$ cat src/rtl/smem_clause_pkg.sv
package smem_clause_pkg;

    typedef enum logic [1:0] {
        CLS_NOP   = 2'b00,
        CLS_SMEM  = 2'b01,
        CLS_OTHA  = 2'b10,
        CLS_OTHB  = 2'b11
    } issue_cls_e;

endpackage

$ cat src/rtl/smem_clause_sets.sv
module smem_clause_sets
    import smem_clause_pkg::*;
#(
    parameter int REG_W = 64
) (
    input  logic             clk,
    input  logic             rst_n,
    input  logic             issue_valid,
    input  logic [1:0]       issue_cls,
    input  logic [REG_W-1:0] issue_rd,
    input  logic [REG_W-1:0] issue_wr,
    output logic [REG_W-1:0] clause_rd,
    output logic [REG_W-1:0] clause_wr
);

    typedef struct packed {
        logic [REG_W-1:0] rd;
        logic [REG_W-1:0] wr;
    } sets_t;

    sets_t sets_d, sets_q;
    logic  is_smem;

    // Next-state: extend on scalar memory, drop on anything else, hold when idle.
    always_comb begin
        sets_d  = sets_q;
        is_smem = (issue_cls == CLS_SMEM);
        if (issue_valid) begin
            if (is_smem) begin
                sets_d.rd = sets_q.rd | issue_rd;
                sets_d.wr = sets_q.wr | issue_wr;
            end else begin
                sets_d.rd = '0;
                sets_d.wr = '0;
            end
        end
    end

    always_ff @(posedge clk) begin
        if (!rst_n) begin
            sets_q <= '0;
        end else begin
            sets_q <= sets_d;
        end
    end

    assign clause_rd = sets_q.rd;
    assign clause_wr = sets_q.wr;

endmodule

$ cat src/rtl/smem_overlap_any.sv
module smem_overlap_any #(
    parameter int REG_W = 64,
    parameter int SEG_W = 16
) (
    input  logic [REG_W-1:0] set_a,
    input  logic [REG_W-1:0] set_b,
    output logic             hit
);

    localparam int NSEG = REG_W / SEG_W;

    logic [NSEG-1:0] seg_hit;

    // Balanced reduction: each segment ANDs and ORs locally, then segments are ORed.
    for (genvar g = 0; g < NSEG; g++) begin : g_seg
        assign seg_hit[g] = |(set_a[g*SEG_W +: SEG_W] & set_b[g*SEG_W +: SEG_W]);
    end

    assign hit = |seg_hit;

endmodule

$ cat src/rtl/smem_clause_breaker.sv
module smem_clause_breaker
    import smem_clause_pkg::*;
#(
    parameter int REG_W = 64,
    parameter int SEG_W = 16
) (
    input  logic             clk,
    input  logic             rst_n,
    input  logic             mode_new,
    input  logic             issue_valid,
    input  logic [1:0]       issue_cls,
    input  logic [REG_W-1:0] issue_rd,
    input  logic [REG_W-1:0] issue_wr,
    input  logic             cand_valid,
    input  logic             cand_store,
    input  logic [REG_W-1:0] cand_rd,
    input  logic [REG_W-1:0] cand_wr,
    output logic             brk_req
);

    typedef struct packed {
        logic brk;
    } dec_t;

    logic [REG_W-1:0] clause_rd, clause_wr;
    logic [REG_W-1:0] merged_rd, merged_wr;
    logic             overlap_hit;
    dec_t             dec_d, dec_q;

    smem_clause_sets #(
        .REG_W (REG_W)
    ) u_sets (
        .clk         (clk),
        .rst_n       (rst_n),
        .issue_valid (issue_valid),
        .issue_cls   (issue_cls),
        .issue_rd    (issue_rd),
        .issue_wr    (issue_wr),
        .clause_rd   (clause_rd),
        .clause_wr   (clause_wr)
    );

    assign merged_rd = clause_rd | cand_rd;
    assign merged_wr = clause_wr | cand_wr;

    smem_overlap_any #(
        .REG_W (REG_W),
        .SEG_W (SEG_W)
    ) u_overlap (
        .set_a (merged_wr),
        .set_b (merged_rd),
        .hit   (overlap_hit)
    );

    // Decision uses the clause as it stood before any same-cycle issue.
    always_comb begin
        dec_d     = '0;
        dec_d.brk = cand_valid && mode_new && (|clause_wr) &&
                    (cand_store || overlap_hit);
    end

    always_ff @(posedge clk) begin
        if (!rst_n) begin
            dec_q <= '0;
        end else begin
            dec_q <= dec_d;
        end
    end

    assign brk_req = dec_q.brk;

endmodule

$ cat config.mk
export PLATFORM = sky130hd
export DESIGN_NAME = smem_clause_breaker
export DESIGN_NICKNAME = d
export VERILOG_FILES = /design/src/rtl/smem_clause_pkg.sv /design/src/rtl/smem_clause_sets.sv /design/src/rtl/smem_overlap_any.sv /design/src/rtl/smem_clause_breaker.sv
export SDC_FILE = /design/constraint.sdc
export NUM_CORES = 1
export LEC_CHECK = 0
export BUFFER_PORTS_ARGS = -buffer_cell sky130_fd_sc_hd__buf_2
export CAP_MARGIN = 20
export CORE_MARGIN = 1.5
export CORE_UTILIZATION = 43
export CTS_CLUSTER_DIAMETER = 150
export DETAILED_ROUTE_END_ITERATION = 6
export PLACE_DENSITY = 0.83
export SKIP_LAST_GASP = 1
export SYNTH_ARGS = -nofsm -noshare
export SYNTH_HDL_FRONTEND = slang
export SYNTH_SLANG_ARGS = --single-unit
$ cat constraint.sdc
create_clock -name clk -period 1.6 [get_ports clk]
set_input_delay 0.08 -clock clk [delete_from_list [all_inputs] [get_ports clk]]
set_output_delay 0.08 -clock clk [all_outputs]
set_load 0.02 [all_outputs]
## After elaboration in Yosys (flattened, before gate mapping)

Cells that the tools add are included.

| storage, ports and cells | value |
|---|---|
| flip-flop bits (word level) | 129 |
| input port bits | 264 |
| word-level logic and storage cells | 19 |

| cells by class | value |
|---|---|
| equality and inequality tests | 1 |
| muxes and demuxes | 1 |
| bitwise gates (word level) | 8 |
| reductions and logical operators | 6 |

Operators with widths:

| cell | number |
|---|---|
| 64-bit bitwise OR | 4 |
| 128-bit two-way mux | 1 |
| 64-bit OR reduction | 2 |
| 16-bit AND | 4 |
| 1-bit logical AND | 3 |
| 2-bit by 1-bit == test with 1-bit output, second input constant | 1 |
| 1-bit logical OR | 1 |

## Logic depth before layout (Yosys ltp)

| logic depth | value |
|---|---|
| depth in word-level cells | 5 |
| gate-level depth with buffers | 6 |

## Hierarchy

From an unflattened synthesis, not the netlist that was laid out.

| second synthesis, totals | value |
|---|---|
| cell total of the unflattened synthesis | 631 |
| area total of the unflattened synthesis | 6338.6 um^2 |

By module, submodules not included:

| module | instances | cells an instance | area each (um^2) |
|---|---|---|---|
| smem_clause_sets | 1 | 442 | 5004.8 |
| smem_clause_breaker | 1 | 152 | 970.9 |
| smem_overlap_any | 1 | 37 | 362.8 |

## Worst setup path after synthesis

Ideal clock, no wire load.

| timing path | value |
|---|---|
| path kind | reg-to-reg |
| start | reg u_sets.sets_q (netlist bit u_sets.clause_wr[48]) |
| end | reg dec_q (netlist: brk_req) |
| data arrival time | 1.288 ns |
| setup slack | 0.189 ns |
| stages on the path, launching flop included | 6 |
| buffers on the path | 0 |
| clock period less this slack | 1.411 ns |
| cell sequence | dfxtp_1 -> nor4_1 -> nand4_1 -> or4_1 -> nand4_1 -> a21oi_1 |

| between the ends | value |
|---|---|
| longest elaborated chain between the ends | 5 |
| elaborated cells on any way between the ends | 7 |
| classes of those cells | bitwise (2); reduce/logical (5) |

RTL lines:

| item | line | source |
|---|---|---|
| from (decl) | smem_clause_sets.sv:21 | `sets_t sets_d, sets_q;` |
| from (signal assigned) | smem_clause_sets.sv:43 | `sets_q <= sets_d;` |
| 64-bit bitwise OR | smem_clause_breaker.sv:44 | `assign merged_wr = clause_wr \| cand_wr;` |
| 16-bit AND | smem_overlap_any.sv:16 | `assign seg_hit[g] = \|(set_a[g*SEG_W +: SEG_W] & set_b[g*SEG_W +: SEG_W]);` |
| 64-bit OR reduction | smem_overlap_any.sv:19 | `assign hit = \|seg_hit;` |
| 1-bit logical OR | smem_clause_breaker.sv:59 | `(cand_store \|\| overlap_hit);` |
| 1-bit logical AND * | smem_clause_breaker.sv:58 | `dec_d.brk = cand_valid && mode_new && (\|clause_wr) &&` |
| to (signal assigned) | smem_clause_breaker.sv:64 | `dec_q <= '0;` |
| to (signal assigned) | smem_clause_breaker.sv:66 | `dec_q <= dec_d;` |
| to (decl) | smem_clause_breaker.sv:28 | `dec_t dec_d, dec_q;` |

Every way passes the cells marked *; elsewhere a longest branch is shown, timed or not.
A chain may end at the register's enable or synchronous reset.

## Worst setup path in the final report

| timing path | value |
|---|---|
| start | reg u_sets.sets_q (netlist bit u_sets.clause_wr[54]) |
| end | reg dec_q (netlist: brk_req) |

Same word-level chain as after synthesis.

==> results.md <==
- Data arrives at the worst endpoint at 2030 ps.
- The routed layout has 6237 vias.
- At the end of the flow, the number of nets in the layout was 1203.
- The total standard cell area after synthesis is 4510 µm².
- The post-placement cell count is 927.
- The beginning of the worst register-to-register path is u_sets.clause_wr[54].
- Hold repair after CTS inserted 130 buffers.
- The worst hold path passes through 3 cells.
- The type of the worst setup path is flip-flop to flip-flop.
- The final hold slack is -87.4 ps.
- Between clock sinks in the finished design, the worst skew comes to 6.67 ps.
- The TritonCTS clock tree is yes.
- The number of filler cells placed in the layout is 653.
- Setup violations remaining at the end of the flow were counted as 1.
- STA classifies the critical path endpoint as a flip-flop.
- Row generation in the floorplan step produced 37 rows.
- The wire length per cell after detailed routing is about 21 µm.
- The pre-antenna-repair detailed-routing pass consisted of 7 iterations.
- Synthesis inferred 129 register bits.
- The count of final max-slew check failures is 0.
- The time the final worst path needs with I/O delays and setup is 1640 ps.
- The count of buffers added on input and output ports is 264.
- The first global-routing pass estimated 32200 µm of wire.
- The total overflow left after global routing is 0.
- The global-route usage over all layers is 38.1%.
- Power comes to 0.00893 W.
- The kind of start point of the critical path is a flip-flop.
- The die outline width is 105 µm.
- Summed over its instances, the top area cell type makes up between 50% and 60% of the synthesized netlist area.
- Counting along the longest clock path gives a buffer depth of 2.
- Pin placement for this block handled 265 I/O pins.
- The setup fix buffers added after clock tree synthesis is 0.
- The max-cap violation count is 0.
- Clock-pin slew was measured on the worst setup and hold paths at roughly 60 ps.
- Derived from the worst setup path, the maximum achievable clock frequency is 0.608 GHz.
- The share of layout cells above drive strength 1 is between 30% and 40%.
- In the layout the commonest cells are sky130_fd_sc_hd__buf_2, sky130_fd_sc_hd__dlygate4sd3_1, sky130_fd_sc_hd__a21oi_1, sky130_fd_sc_hd__nor2_1, sky130_fd_sc_hd__dfxtp_1.
- The floorplan step set the die height to 105 µm.
- The path category of the worst min-delay check is primary input to flip-flop.
- The total DRC errors in the routed layout is 0.
- The via count of the first global-routing pass is 6218.
- The number of nets in the synthesized netlist is 790.
- The worst-case register-to-register setup slack is -40 ps.
- The initial utilization of the core area, before any placement, comes to between 40% and 50%.
- For this run, the share of the core covered by cells in the final layout is about 80%.
- The startpoint identified for the worst hold timing path is rst_n.
- Once routing completed, OpenROAD measured the worst setup slack at -45.0 ps.
- The largest total area in the synthesized netlist belongs to sky130_fd_sc_hd__dfxtp_1.
- The area growth from synthesis to layout is 82.0%.
- The slew at the pin closest to its max-slew limit is 785 ps.
- In this run the critical register-to-register path is captured at brk_req.
- The remaining max-slew budget at the tightest pin is a little under half.
- Summed over all layers, the routed wires come to between 20000 and 25000 µm.
- The CTS sink count is between 100 and 150.
- Entering global routing, the biggest net connects 129 pins.
- Across the VDD grid, the largest voltage drop is 0.000698 V.
- Setup repair after global routing could not meet its margin everywhere.
- The final reports fail on negative hold slack, negative setup slack.
- The half-perimeter wire length after placement is about 13000 µm.
- For this run, the number of Yosys warnings is 0.
- Power spread over the standard cell area amounts to 1090 nW/µm².
- The most frequent standard cell in the layout excluding fill and tap cells is sky130_fd_sc_hd__buf_2.
- The instance count of the mapped netlist is 526.
- The number of routed nets with antenna violations is 0.
- The capture endpoint of the worst hold path is brk_req.
- The cell area after layout is 8200 µm².
- The area of placed instances is 6160 µm².
- The finished layout holds 1089 standard cells, fillers aside.
- Clock latency on the worst-skew pair, taken at its later pin, is 500 ps.
- The largest driver fanout on the critical path is 2.
- The number of buffers inserted during clock tree synthesis is 17.
- The area inside the core boundary is between 10000 and 15000 µm².
- The initial antenna violation count is 1.
- The depth of the worst register-to-register path is 6.
- For this design the static power due to leakage is 3.66 nW.
- The clock tree synthesis step divided the H-tree into 4 levels.
- For the worst setup path, the data required time is slightly below 2000 ps.
- The root buffer cell is sky130_fd_sc_hd__clkbuf_8.
- The first-iteration detailed-routing DRC count is 601.
- The final weighted congestion in routability-driven placement is approximately 0.89.
- Dividing the detail-routed via count by the number of cells gives 5.73.
- The register area share after synthesis is 57.3%.
- The die covers 11100 µm².
- The setup slack at placement is -127 ps.
- The total count of hold-check failures in the final report is 1.
- The flow ran to the end, but the final reports show violations.
- The number of different library cells used by synthesis comes to 16.
- The worst path uses 103% of the clock period.
- After synthesis, the cell types taking the most area are sky130_fd_sc_hd__dfxtp_1, sky130_fd_sc_hd__a21oi_1, sky130_fd_sc_hd__nor2_1.
- The average cell area after synthesis is 8.57 µm².
cell type report:
class	instances	area, µm²	area share (%)
Sequential cell	129	2580	31.5
Clock buffer	21	449	5.48
Antenna cell	1	2.50	0.0305
Timing Repair Buffer	422	2870	35.0
Multi-Input combinational cell	368	1940	23.7
Clock inverter	11	175	2.14
Tap cell	136	170	2.07
Inverter	1	3.75	0.0458
worst max-delay path: stages, from the launching register on:
cell	delay, ps
sky130_fd_sc_hd__dfxtp_1	350
sky130_fd_sc_hd__nor4_4	310
sky130_fd_sc_hd__buf_4	160
sky130_fd_sc_hd__nand4_1	80
sky130_fd_sc_hd__or4_1	500
sky130_fd_sc_hd__nand4_1	90
sky130_fd_sc_hd__a21oi_1	40
sequential cells by signal, indices dropped and copies added, names as in the netlist:
name	flops
brk_req	1
u_sets.clause_wr	64
u_sets.clause_rd	64
worst max path at each step:
stage | start | end | slack [ps] | cells after the start
final | u_sets.clause_wr[54] | brk_req | -40 | 6
after global routing | u_sets.clause_wr[60] | brk_req | -180 | 5
after CTS | u_sets.clause_wr[33] | brk_req | -50 | 6
after detailed placement | u_sets.clause_wr[12] | brk_req | -130 | 6
after global placement | u_sets.clause_wr[12] | brk_req | -110 | 6
after floorplan | u_sets.clause_wr[48] | brk_req | 190 | 5
power by group:
part,internal (W),total [W],switching (W)
clock,0.00263,0.00410,0.00146
combinational,0.000731,0.00133,0.000603
sequential,0.00337,0.00350,0.000134
per-stage QoR:
| stage | hold WS (ps) | TNS [ps] |
|---|---|---|
| floorplan | 211 | 0 |
| global placement | 306 | -106 |
| detailed placement | 314 | -127 |
| CTS | -110 | -54.8 |
| global route | -99.5 | -182 |
| finish | -87.4 | -45.0 |
cell families (layout without fill, tap and decap cells):
group | count (synthesis) | after routing | share of synthesized area, %
AO/OA/AOI/OAI | 194 | 194 | 23.3
buffers and inverters | 29 | 455 | 2.42
flip-flops | 129 | 129 | 57.3
other | 0 | 1 | 0
AND/OR/NAND/NOR | 174 | 174 | 17.0
metal layers:
layer / wire, µm / vias to the layer above / GRT usage [%]
li1: - / 2747 / -
met1: 8010 / 2895 / 40.8
met2: 11100 / 473 / 66.1
met3: 1890 / 122 / 9.77
met4: 1570 / 0 / 25.5
met5: 0 / - / 0
cell usage after synthesis:
| library cell | count |
|---|---|
| sky130_fd_sc_hd__a21oi_1 | 129 |
| sky130_fd_sc_hd__and4_1 | 1 |
| sky130_fd_sc_hd__buf_1 | 4 |
| sky130_fd_sc_hd__clkbuf_1 | 24 |
| sky130_fd_sc_hd__dfxtp_1 | 129 |
| sky130_fd_sc_hd__inv_1 | 1 |
| sky130_fd_sc_hd__nand2_1 | 2 |
| sky130_fd_sc_hd__nand3_1 | 1 |
| sky130_fd_sc_hd__nand4_1 | 19 |
| sky130_fd_sc_hd__nand4b_1 | 1 |
| sky130_fd_sc_hd__nor2_1 | 129 |
| sky130_fd_sc_hd__nor3_1 | 1 |
| sky130_fd_sc_hd__nor4_1 | 19 |
| sky130_fd_sc_hd__o21ai_0 | 1 |
| sky130_fd_sc_hd__o22ai_1 | 64 |
| sky130_fd_sc_hd__or4_1 | 1 |
timing repair:
| action | 4_1_cts | 5_1_grt |
|---|---|---|
| pin swaps | 5 | 3 |
| resized for setup | 5 | 14 |
| gates cloned | 0 | 0 |
| hold endpoints to repair | 129 | 1 |
| setup endpoints to repair | 1 | 1 |
No activity file was read; power rests on OpenSTA's default activity.
